## src/rtl/sig16_pkg.sv

```systemverilog
package sig16_pkg;
  localparam int CRC_W     = 16;
  localparam int BYTE_W    = 8;
  localparam int LANES     = CRC_W / BYTE_W;
  localparam int LANE_IW   = $clog2(LANES);
  localparam int ADDR_W    = LANE_IW + 2;
  localparam logic [CRC_W-1:0] POLY_REFL = 16'h8408;
  localparam logic [CRC_W-1:0] PRESET    = 16'hFFFF;

  typedef enum logic [1:0] {
    OFS_DATA       = 2'd0,
    OFS_DATA_MIRR  = 2'd1,
    OFS_ACC        = 2'd2,
    OFS_ACC_MIRR   = 2'd3
  } reg_sel_e;
endpackage

```

## src/rtl/sig16_bitrev.sv

```systemverilog
module sig16_bitrev #(
  parameter int W = 8
) (
  input  logic [W-1:0] din,
  output logic [W-1:0] dout
);
  for (genvar i = 0; i < W; i++) begin : g_bit
    assign dout[i] = din[W-1-i];
  end
endmodule

```

## src/rtl/sig16_bytestep.sv

```systemverilog
// Folds DATA_W input bits, LSB first, into a reflected CRC accumulator.
module sig16_bytestep #(
  parameter int CRC_W = 16,
  parameter int DATA_W = 8,
  parameter logic [CRC_W-1:0] POLY = 16'h8408
) (
  input  logic [CRC_W-1:0]  crc_in,
  input  logic [DATA_W-1:0] data_in,
  output logic [CRC_W-1:0]  crc_out
);
  logic [CRC_W-1:0] chain [0:DATA_W];

  assign chain[0] = crc_in;

  for (genvar i = 0; i < DATA_W; i++) begin : g_step
    logic fb;
    assign fb = chain[i][0] ^ data_in[i];
    assign chain[i+1] = (chain[i] >> 1) ^ (fb ? POLY : '0);
  end

  assign crc_out = chain[DATA_W];
endmodule

```

## src/rtl/sig16_engine.sv

```systemverilog
module sig16_engine
  import sig16_pkg::*;
(
  input  logic                clk,
  input  logic                rst_n,
  input  logic                bus_valid,
  output logic                bus_ready,
  input  logic                bus_write,
  input  logic                bus_word,
  input  logic [ADDR_W-1:0]   bus_addr,
  input  logic [CRC_W-1:0]    bus_wdata,
  output logic [CRC_W-1:0]    bus_rdata
);
  logic [CRC_W-1:0]   acc_q;
  logic [CRC_W-1:0]   acc_d;
  logic [CRC_W-1:0]   acc_mirr;
  logic               wr_fire;
  reg_sel_e           sel;
  logic [LANE_IW-1:0] lane_idx;
  logic               mirr_in;

  logic [BYTE_W-1:0] lane_raw  [LANES];
  logic [BYTE_W-1:0] lane_rev  [LANES];
  logic [BYTE_W-1:0] lane_data [LANES];
  logic [BYTE_W-1:0] step_in   [LANES];
  logic [CRC_W-1:0]  step_crc  [0:LANES];

  assign bus_ready = 1'b1;
  assign wr_fire   = bus_valid & bus_ready & bus_write;
  assign sel       = reg_sel_e'(bus_addr[ADDR_W-1:LANE_IW]);
  assign lane_idx  = bus_addr[LANE_IW-1:0];
  assign mirr_in   = (sel == OFS_DATA_MIRR);

  // Per-lane input conditioning: optional bit mirroring inside each byte.
  for (genvar l = 0; l < LANES; l++) begin : g_lane
    assign lane_raw[l] = bus_wdata[l*BYTE_W +: BYTE_W];
    sig16_bitrev #(.W(BYTE_W)) u_rev (
      .din  (lane_raw[l]),
      .dout (lane_rev[l])
    );
    assign lane_data[l] = mirr_in ? lane_rev[l] : lane_raw[l];
  end

  // Cascade of byte steps: a word write runs all lanes low to high,
  // a byte write uses only the first stage fed from the addressed lane.
  assign step_crc[0] = acc_q;
  for (genvar s = 0; s < LANES; s++) begin : g_stage
    if (s == 0) begin : g_first
      assign step_in[s] = bus_word ? lane_data[0] : lane_data[lane_idx];
    end else begin : g_rest
      assign step_in[s] = lane_data[s];
    end
    sig16_bytestep #(.CRC_W(CRC_W), .DATA_W(BYTE_W), .POLY(POLY_REFL)) u_step (
      .crc_in  (step_crc[s]),
      .data_in (step_in[s]),
      .crc_out (step_crc[s+1])
    );
  end

  always_comb begin
    acc_d = acc_q;
    if (wr_fire) begin
      unique case (sel)
        OFS_DATA, OFS_DATA_MIRR: begin
          acc_d = bus_word ? step_crc[LANES] : step_crc[1];
        end
        OFS_ACC: begin
          if (bus_word) begin
            acc_d = bus_wdata;
          end else begin
            acc_d[lane_idx*BYTE_W +: BYTE_W] = bus_wdata[lane_idx*BYTE_W +: BYTE_W];
          end
        end
        default: acc_d = acc_q;
      endcase
    end
  end

  always_ff @(posedge clk) begin
    if (!rst_n) acc_q <= PRESET;
    else        acc_q <= acc_d;
  end

  sig16_bitrev #(.W(CRC_W)) u_acc_rev (
    .din  (acc_q),
    .dout (acc_mirr)
  );

  always_comb begin
    unique case (sel)
      OFS_ACC:      bus_rdata = acc_q;
      OFS_ACC_MIRR: bus_rdata = acc_mirr;
      default:      bus_rdata = '0;
    endcase
  end
endmodule

```

## config.mk

```make
export PLATFORM = sky130hd
export DESIGN_NAME = sig16_engine
export DESIGN_NICKNAME = d
export VERILOG_FILES = /design/src/rtl/sig16_pkg.sv /design/src/rtl/sig16_bitrev.sv /design/src/rtl/sig16_bytestep.sv /design/src/rtl/sig16_engine.sv
export SDC_FILE = /design/constraint.sdc
export NUM_CORES = 1
export LEC_CHECK = 0
export ABC_AREA = 1
export CELL_PAD_IN_SITES_DETAIL_PLACEMENT = 0
export CELL_PAD_IN_SITES_GLOBAL_PLACEMENT = 1
export CORE_MARGIN = 2
export CORE_UTILIZATION = 37
export CTS_BUF_LIST = sky130_fd_sc_hd__clkbuf_4
export CTS_CLUSTER_DIAMETER = 120
export DETAILED_ROUTE_END_ITERATION = 6
export PLACE_DENSITY_LB_ADDON = 0.05
export SLEW_MARGIN = 10
export SYNTH_ARGS = -nofsm -noshare
export SYNTH_HDL_FRONTEND = slang
export SYNTH_SLANG_ARGS = --single-unit
```

## constraint.sdc

```tcl
create_clock -name clk -period 2.5 [get_ports clk]
set_input_delay 0.625 -clock clk [delete_from_list [all_inputs] [get_ports clk]]
set_output_delay 0.625 -clock clk [all_outputs]
set_load 0.03 [all_outputs]
```

=== Yosys cells after proc, flatten, opt, wreduce, memory -nomap -nowiden ===
Index checks and enable logic that the tools add are counted.

* Add/sub/neg operators: 1
* Order comparisons: 1
* Equality and inequality tests: 3
* Shift-type cells: 3
* Mux-type cells: 27
* Bitwise gates (word level): 34
* Reductions and logical operators: 4

{| class="wikitable"
|+ Operator list
! operator !! count
|-
| 16-bit 2-to-1 mux || 18
|-
| 15-bit by 16-bit bitwise XOR with 16-bit output || 16
|-
| 16-bit case mux with 2 select lines || 2
|-
| 8-bit 2-to-1 mux || 6
|-
| 4-bit negation with 34-bit output || 1
|-
| 8-bit by 34-bit variable shift with 16-bit output, first input constant || 1
|-
| 8-bit by 34-bit indexed part select with 16-bit output || 1
|-
| 16-bit bitwise mux || 1
|-
| 16-bit by 5-bit indexed part select with 8-bit output || 1
|-
| 1-bit bitwise XOR || 16
|-
| 2-bit == test, second input constant || 2
|-
| 2-bit by 1-bit == test with 1-bit output, second input constant || 1
|-
| 2-bit >= comparator, second input constant || 1
|-
| 2-bit logical NOT || 1
|-
| 1-bit inverter with 2-bit output || 1
|-
| 2-bit AND reduction || 1
|-
| 2-bit nonzero test || 1
|-
| 2-bit OR reduction || 1
|-
| 1-bit bitwise AND || 1
|}

* Bits in registers: 16
* Input bits: 24
* Word-level logic and storage cells: 74

=== Longest topological paths before layout ===
* Depth after elaboration: 56
* Gate-level depth with buffers: 23
* Mapped depth without buffers: 22

=== Cells and area by module ===
Synthesis repeated with hierarchy kept, for this count alone.

* Cells, all modules: 544
* Area total of the unflattened synthesis: 2912.8 sq um

{| class="wikitable"
|+ Modules (own cells, without submodules)
! module !! instances !! cells an instance !! area an instance (sq um)
|-
| sig16_engine || 1 || 294 || 1626.6
|-
| sig16_bytestep || 2 || 109 || 523.0
|-
| sig16_bitrev (g_lane[0].u_rev ...) || 2 || 8 || 60.1
|-
| sig16_bitrev (u_acc_rev) || 1 || 16 || 120.1
|}

=== Worst setup path before layout ===
Ideal clock, no wire load.

* Kind: input to output
* From: input bus_addr[1]
* To: output bus_rdata[10]
* Arrival time: 2.021 ns
* Data required time: 1.875 ns
* Path slack: -0.146 ns
* Cell stages on the path: 6
* Cell sequence: buf_4 -> nor2_1 -> inv_1 -> buf_4 -> clkbuf_1 -> o22ai_1

* Longest elaborated chain between the ends: 2
* Elaborated cells on any way between the ends: 3
* Classes of those cells: 2 x eq/ne; 1 x mux

{| class="wikitable"
|+ RTL lines
! item !! RTL line !! source
|-
| start, declared || sig16_engine.sv:10 || <nowiki>input logic [ADDR_W-1:0] bus_addr,</nowiki>
|-
| 2-bit == test || sig16_engine.sv:90 || <nowiki>unique case (sel)</nowiki>
|-
| 16-bit case mux with 2 select lines * || sig16_engine.sv:90 ||
|-
| end, declared || sig16_engine.sv:12 || <nowiki>output logic [CRC_W-1:0] bus_rdata</nowiki>
|}

Mark *: on every way between the ends. The rest lies on a longest branch, timed or not.

=== Worst setup path after layout ===
* From: input bus_addr[0]
* To: register acc_q[2]

* Longest elaborated chain between the ends: 29
* Elaborated cells on any way between the ends: 39
* Classes of those cells: 1 x add/sub; 3 x shift; 14 x mux; 21 x bitwise

{| class="wikitable"
|+ RTL lines
! item !! RTL line !! source
|-
| 1-bit inverter with 2-bit output (implied by the code) || sig16_engine.sv:49 || <nowiki>assign step_in[s] = bus_word ? lane_data[0] : lane_data[lane_idx];</nowiki>
|-
| 8-bit 2-to-1 mux (implied by the code) (3 in a row) || sig16_engine.sv:49 ||
|-
| 8-bit 2-to-1 mux || sig16_engine.sv:49 ||
|-
| 1-bit bitwise XOR || sig16_bytestep.sv:17 || <nowiki>assign fb = chain[i][0] ^ data_in[i];</nowiki>
|-
| 16-bit 2-to-1 mux || sig16_bytestep.sv:18 || <nowiki>assign chain[i+1] = (chain[i] >> 1) ^ (fb ? POLY : '0);</nowiki>
|-
| 15-bit by 16-bit bitwise XOR with 16-bit output (4 in a row) || sig16_bytestep.sv:18 ||
|-
| 1-bit bitwise XOR || sig16_bytestep.sv:17 ||
|-
| 16-bit 2-to-1 mux || sig16_bytestep.sv:18 ||
|-
| 15-bit by 16-bit bitwise XOR with 16-bit output (4 in a row) || sig16_bytestep.sv:18 ||
|-
| 1-bit bitwise XOR || sig16_bytestep.sv:17 ||
|-
| 16-bit 2-to-1 mux || sig16_bytestep.sv:18 ||
|-
| 15-bit by 16-bit bitwise XOR with 16-bit output (4 in a row) || sig16_bytestep.sv:18 ||
|-
| 1-bit bitwise XOR || sig16_bytestep.sv:17 ||
|-
| 16-bit 2-to-1 mux || sig16_bytestep.sv:18 ||
|-
| 15-bit by 16-bit bitwise XOR with 16-bit output (2 in a row) || sig16_bytestep.sv:18 ||
|-
| 16-bit 2-to-1 mux || sig16_engine.sv:65 || <nowiki>acc_d = bus_word ? step_crc[LANES] : step_crc[1];</nowiki>
|-
| 16-bit case mux with 2 select lines * || sig16_engine.sv:63 || <nowiki>unique case (sel)</nowiki>
|-
| end signal, assigned || sig16_engine.sv:80 || <nowiki>if (!rst_n) acc_q <= PRESET;</nowiki>
|-
| end signal, assigned || sig16_engine.sv:81 || <nowiki>else acc_q <= acc_d;</nowiki>
|-
| end, declared || sig16_engine.sv:14 || <nowiki>logic [CRC_W-1:0] acc_q;</nowiki>
|}

Mark *: on every way between the ends. The rest lies on a longest branch, timed or not. The select of a mux whose other input is x is not followed.
A chain may end at the register's enable or synchronous reset.

==> impl_metrics.yaml <==
floorplan:
  die_w_microns: 86.8
  rows: 30
  die-area_sq_um: 7530
  core-area_sq_um: 6720
  ios: 41
  die_h_microns: 86.8
  initial_core_util: 0.377
cells_and_area:
  layout-drive-gt1-share: 0.399
  nets: 619
  fill_cells: 664
  ff_latch_area_sq_um: 320
  multi_input_area_sq_um: 2260
  mostFrequentLayoutCells: "137 x nand2_1, 102 x buf_4, 60 x nand3_1, 49 x inv_1, 45 x nand2_2"
  largest_register_ffs: 16
  top_register: "acc_q"
  antenna_cells: 0
  largestRegisters: "acc_q x16"
  final_area_sq_um: 4080
  area_growth_pct: 61.1
  fin_util: 0.608
  final_cells: 674
  final_common_cell: "nand2_1"
route:
  drtAntennaViolNets: 0
  wl_microns: 10700
  vias: 3533
  firstDrtPassIters: 5
  wire_per_inst_microns: 15.9
  via_per_inst: 5.24
  drt_iter0_markers: 237
  post-route-drc-count: 0
placement:
  hpwl_microns: 8020
  place_congestion: 0.935
  placed_area_sq_um: 3550
  dpl.cell_count: 658
  dpl_worst_slack_ns: -0.666
  port_buffers: 39
logic_synthesis:
  synth_ff_type: "dfxtp_1"
  ys_types: 29
  seq_area_frac_synth: 0.126
  synthArstFlopShare: 0
  synth_compound_area_frac: 0.129
  ys_warn_count: 0
  synth_nets: 495
  syn_inst: 471
  synth_top_family_by_area: "simple AND/OR/NAND/NOR gates"
  synthSimpleGateAreaFrac: 0.602
  synth.avg_cell_area_sq_um: 5.38
  synth-edff-count: 0
  synth_xor_area_frac: 0.0138
  syn_area_sq_um: 2530
  synthMuxAreaShare: 0
  synth_fa_ha_area_frac: 0
  synth_seq_cells: 16
worst_setup_path:
  end_kind: "register"
  crit_fanout: 8
  crit_start: "bus_addr[0]"
  critical_path.most_common_cell: "nand2_1"
  slowest_delay_ns: 0.28
  crit_path_top_delay_cell: "dlygate4sd2_1"
  crit_chain: "dlygate4sd2_1 > nand2_4 > inv_8 > buf_12 > nand3_1 > nand3_1 > nand2_2 > inv_2 > buf_4 > buf_4 > xor2_1 > o21ai_0 > nand2_2 > nand3_2 > nand2_1 > nand2_1 > nand2_1"
  crit_required_ns: 2.71
  reg2reg_slack_ns: 0.50
  critPathKind: "in2reg"
  arrival_ns: 2.64
  regToRegStartpoint: "acc_q[3]"
  start_kind: "input port"
sta:
  fmaxAchievable_mhz: 412
  final.setup_skew_ns: 0.00408
  fin_setup_tns_ns: 0
  worst_pin_slew_ns: 0.539
  fin_ws_ns: 0.0736
  maxSlewHeadroom: 0.640
  fin_crit_sh: 0.971
  fin_crit_ns: 2.43
  finalSetupViolations: 0
  slew_violations: 0
  hold_viol: 0
clock_tree:
  cts_buffer_depth: 2
  cts_tree: "done"
  clock-sinks: 16
  worstSkewPairLatency_ns: 0.30
  htreeDepth: 1
  cts_made_buffers: 3
  clkTransAtPathRegs_ns: 0.12
  cts-root-buf: "clkbuf_4"
run:
  drv_cap: 0
pwr:
  peakVddDrop_v: 0.000252
  internal_power_uw: 876
  leakage_uw: 0.00235
  pwr-share-clk: 0.094
  sw_frac_of_total: 0.501
  combPwrFrac: 0.739
  pwr-share-seq: 0.167
  p_switching_uw: 880
  power-per-cell-area_nw_per_um2: 430
global_routing:
  grt_pass1_vias: 3161
  grt.overflow.total: 0
  grt_max_degree: 22
  antenna_found_initial: 0
  grt_pass1_wl_microns: 15900
  grt_usage: 0.272
min_path:
  hold_start: "acc_q[2]"
  min-delay-path-class: "reg2reg"
status:
  outcome: "finished, final reports clean"
==> cells by family (layout without fill, tap and decap cells) <==
logic type,count (synthesis),after routing
AOI/OAI and AO/OA,58,58
xor gates and xnor gates,4,4
buffers and inverters,72,193
DFF,16,16
other,1,1
and+or+nand+nor,320,322
==> layout make-up <==
cell class | count | share of cell area
tap | 80 | 0.0245
timing repair buffer | 134 | 0.285
inverter | 55 | 0.0530
multi-input combinational | 385 | 0.553
sequential | 16 | 0.0784
clock inverter | 1 | 0.000919
clock buffer | 3 | 0.00551
==> stage by stage <==
stage                     power [uW]  hold slack [ns]
after floorplan                  973            0.462
after global placement          1410            0.479
after detailed placement        1420            0.476
after CTS                       1620            0.505
after global routing            1880            0.530
final                           1760            0.499
==> layer usage <==
layer	up-vias	share of wire	global-route usage
met2	129	0.50	0.488
met4	0	0.022	0.0682
met5	-	0	0
met3	12	0.050	0.0133
met1	1600	0.43	0.355
li1	1792	-	-
==> path summary, 6_finish.rpt <==
check        endpoint  depth (start not counted)
max          acc_q[2]                         17
min          acc_q[2]                          2
max reg2reg  acc_q[2]                         13
min reg2reg  acc_q[2]                          2
==> worst max-delay path: cells and delay by family <==
family                 cells  cell delay, ns
AO/OA/AOI/OAI              1            0.21
XOR/XNOR                   1            0.17
AND/OR/NAND/NOR            9            0.80
buffers and inverters      6            0.80
==> Yosys cell counts, types with 3 or more instances <==
cell / number / area share
buf_4: 3 / 0.0089
nand2_4: 6 / 0.027
inv_2: 5 / 0.0074
nand3_1: 97 / 0.19
o21ai_0: 11 / 0.022
dfxtp_1: 16 / 0.13
nand3_2: 8 / 0.032
clkbuf_1: 6 / 0.0089
xor2_1: 4 / 0.014
nor2_1: 7 / 0.010
nand2_2: 31 / 0.077
nand2_1: 163 / 0.24
o21ai_1: 6 / 0.012
a21oi_1: 22 / 0.043
nand3b_1: 5 / 0.015
buf_6: 3 / 0.013
inv_1: 50 / 0.074
o22ai_1: 16 / 0.039
==> power by group through the flow <==
| stage | Clock (uW) | Combinational [uW] | Sequential, uW |
|---|---|---|---|
| CTS | 160 | 1160 | 292 |
| finish | 164 | 1300 | 294 |
| detailed placement | 0 | 1120 | 298 |
| global placement | 0 | 1110 | 297 |
| floorplan | 0 | 681 | 292 |
| global route | 176 | 1410 | 296 |
==> timing repair <==
| action | 4_1_cts | 5_1_grt |
|---|---|---|
| resized for setup | 24 | 94 |
| pin swaps | 5 | 38 |
| setup endpoints to repair | 32 | 16 |
| hold buffers | 0 | 0 |
| setup buffers | 3 | 5 |
| endpoints found under the hold margin | 0 | 0 |
| cloned | 3 | 1 |
No activity file was read; power rests on OpenSTA's default activity.
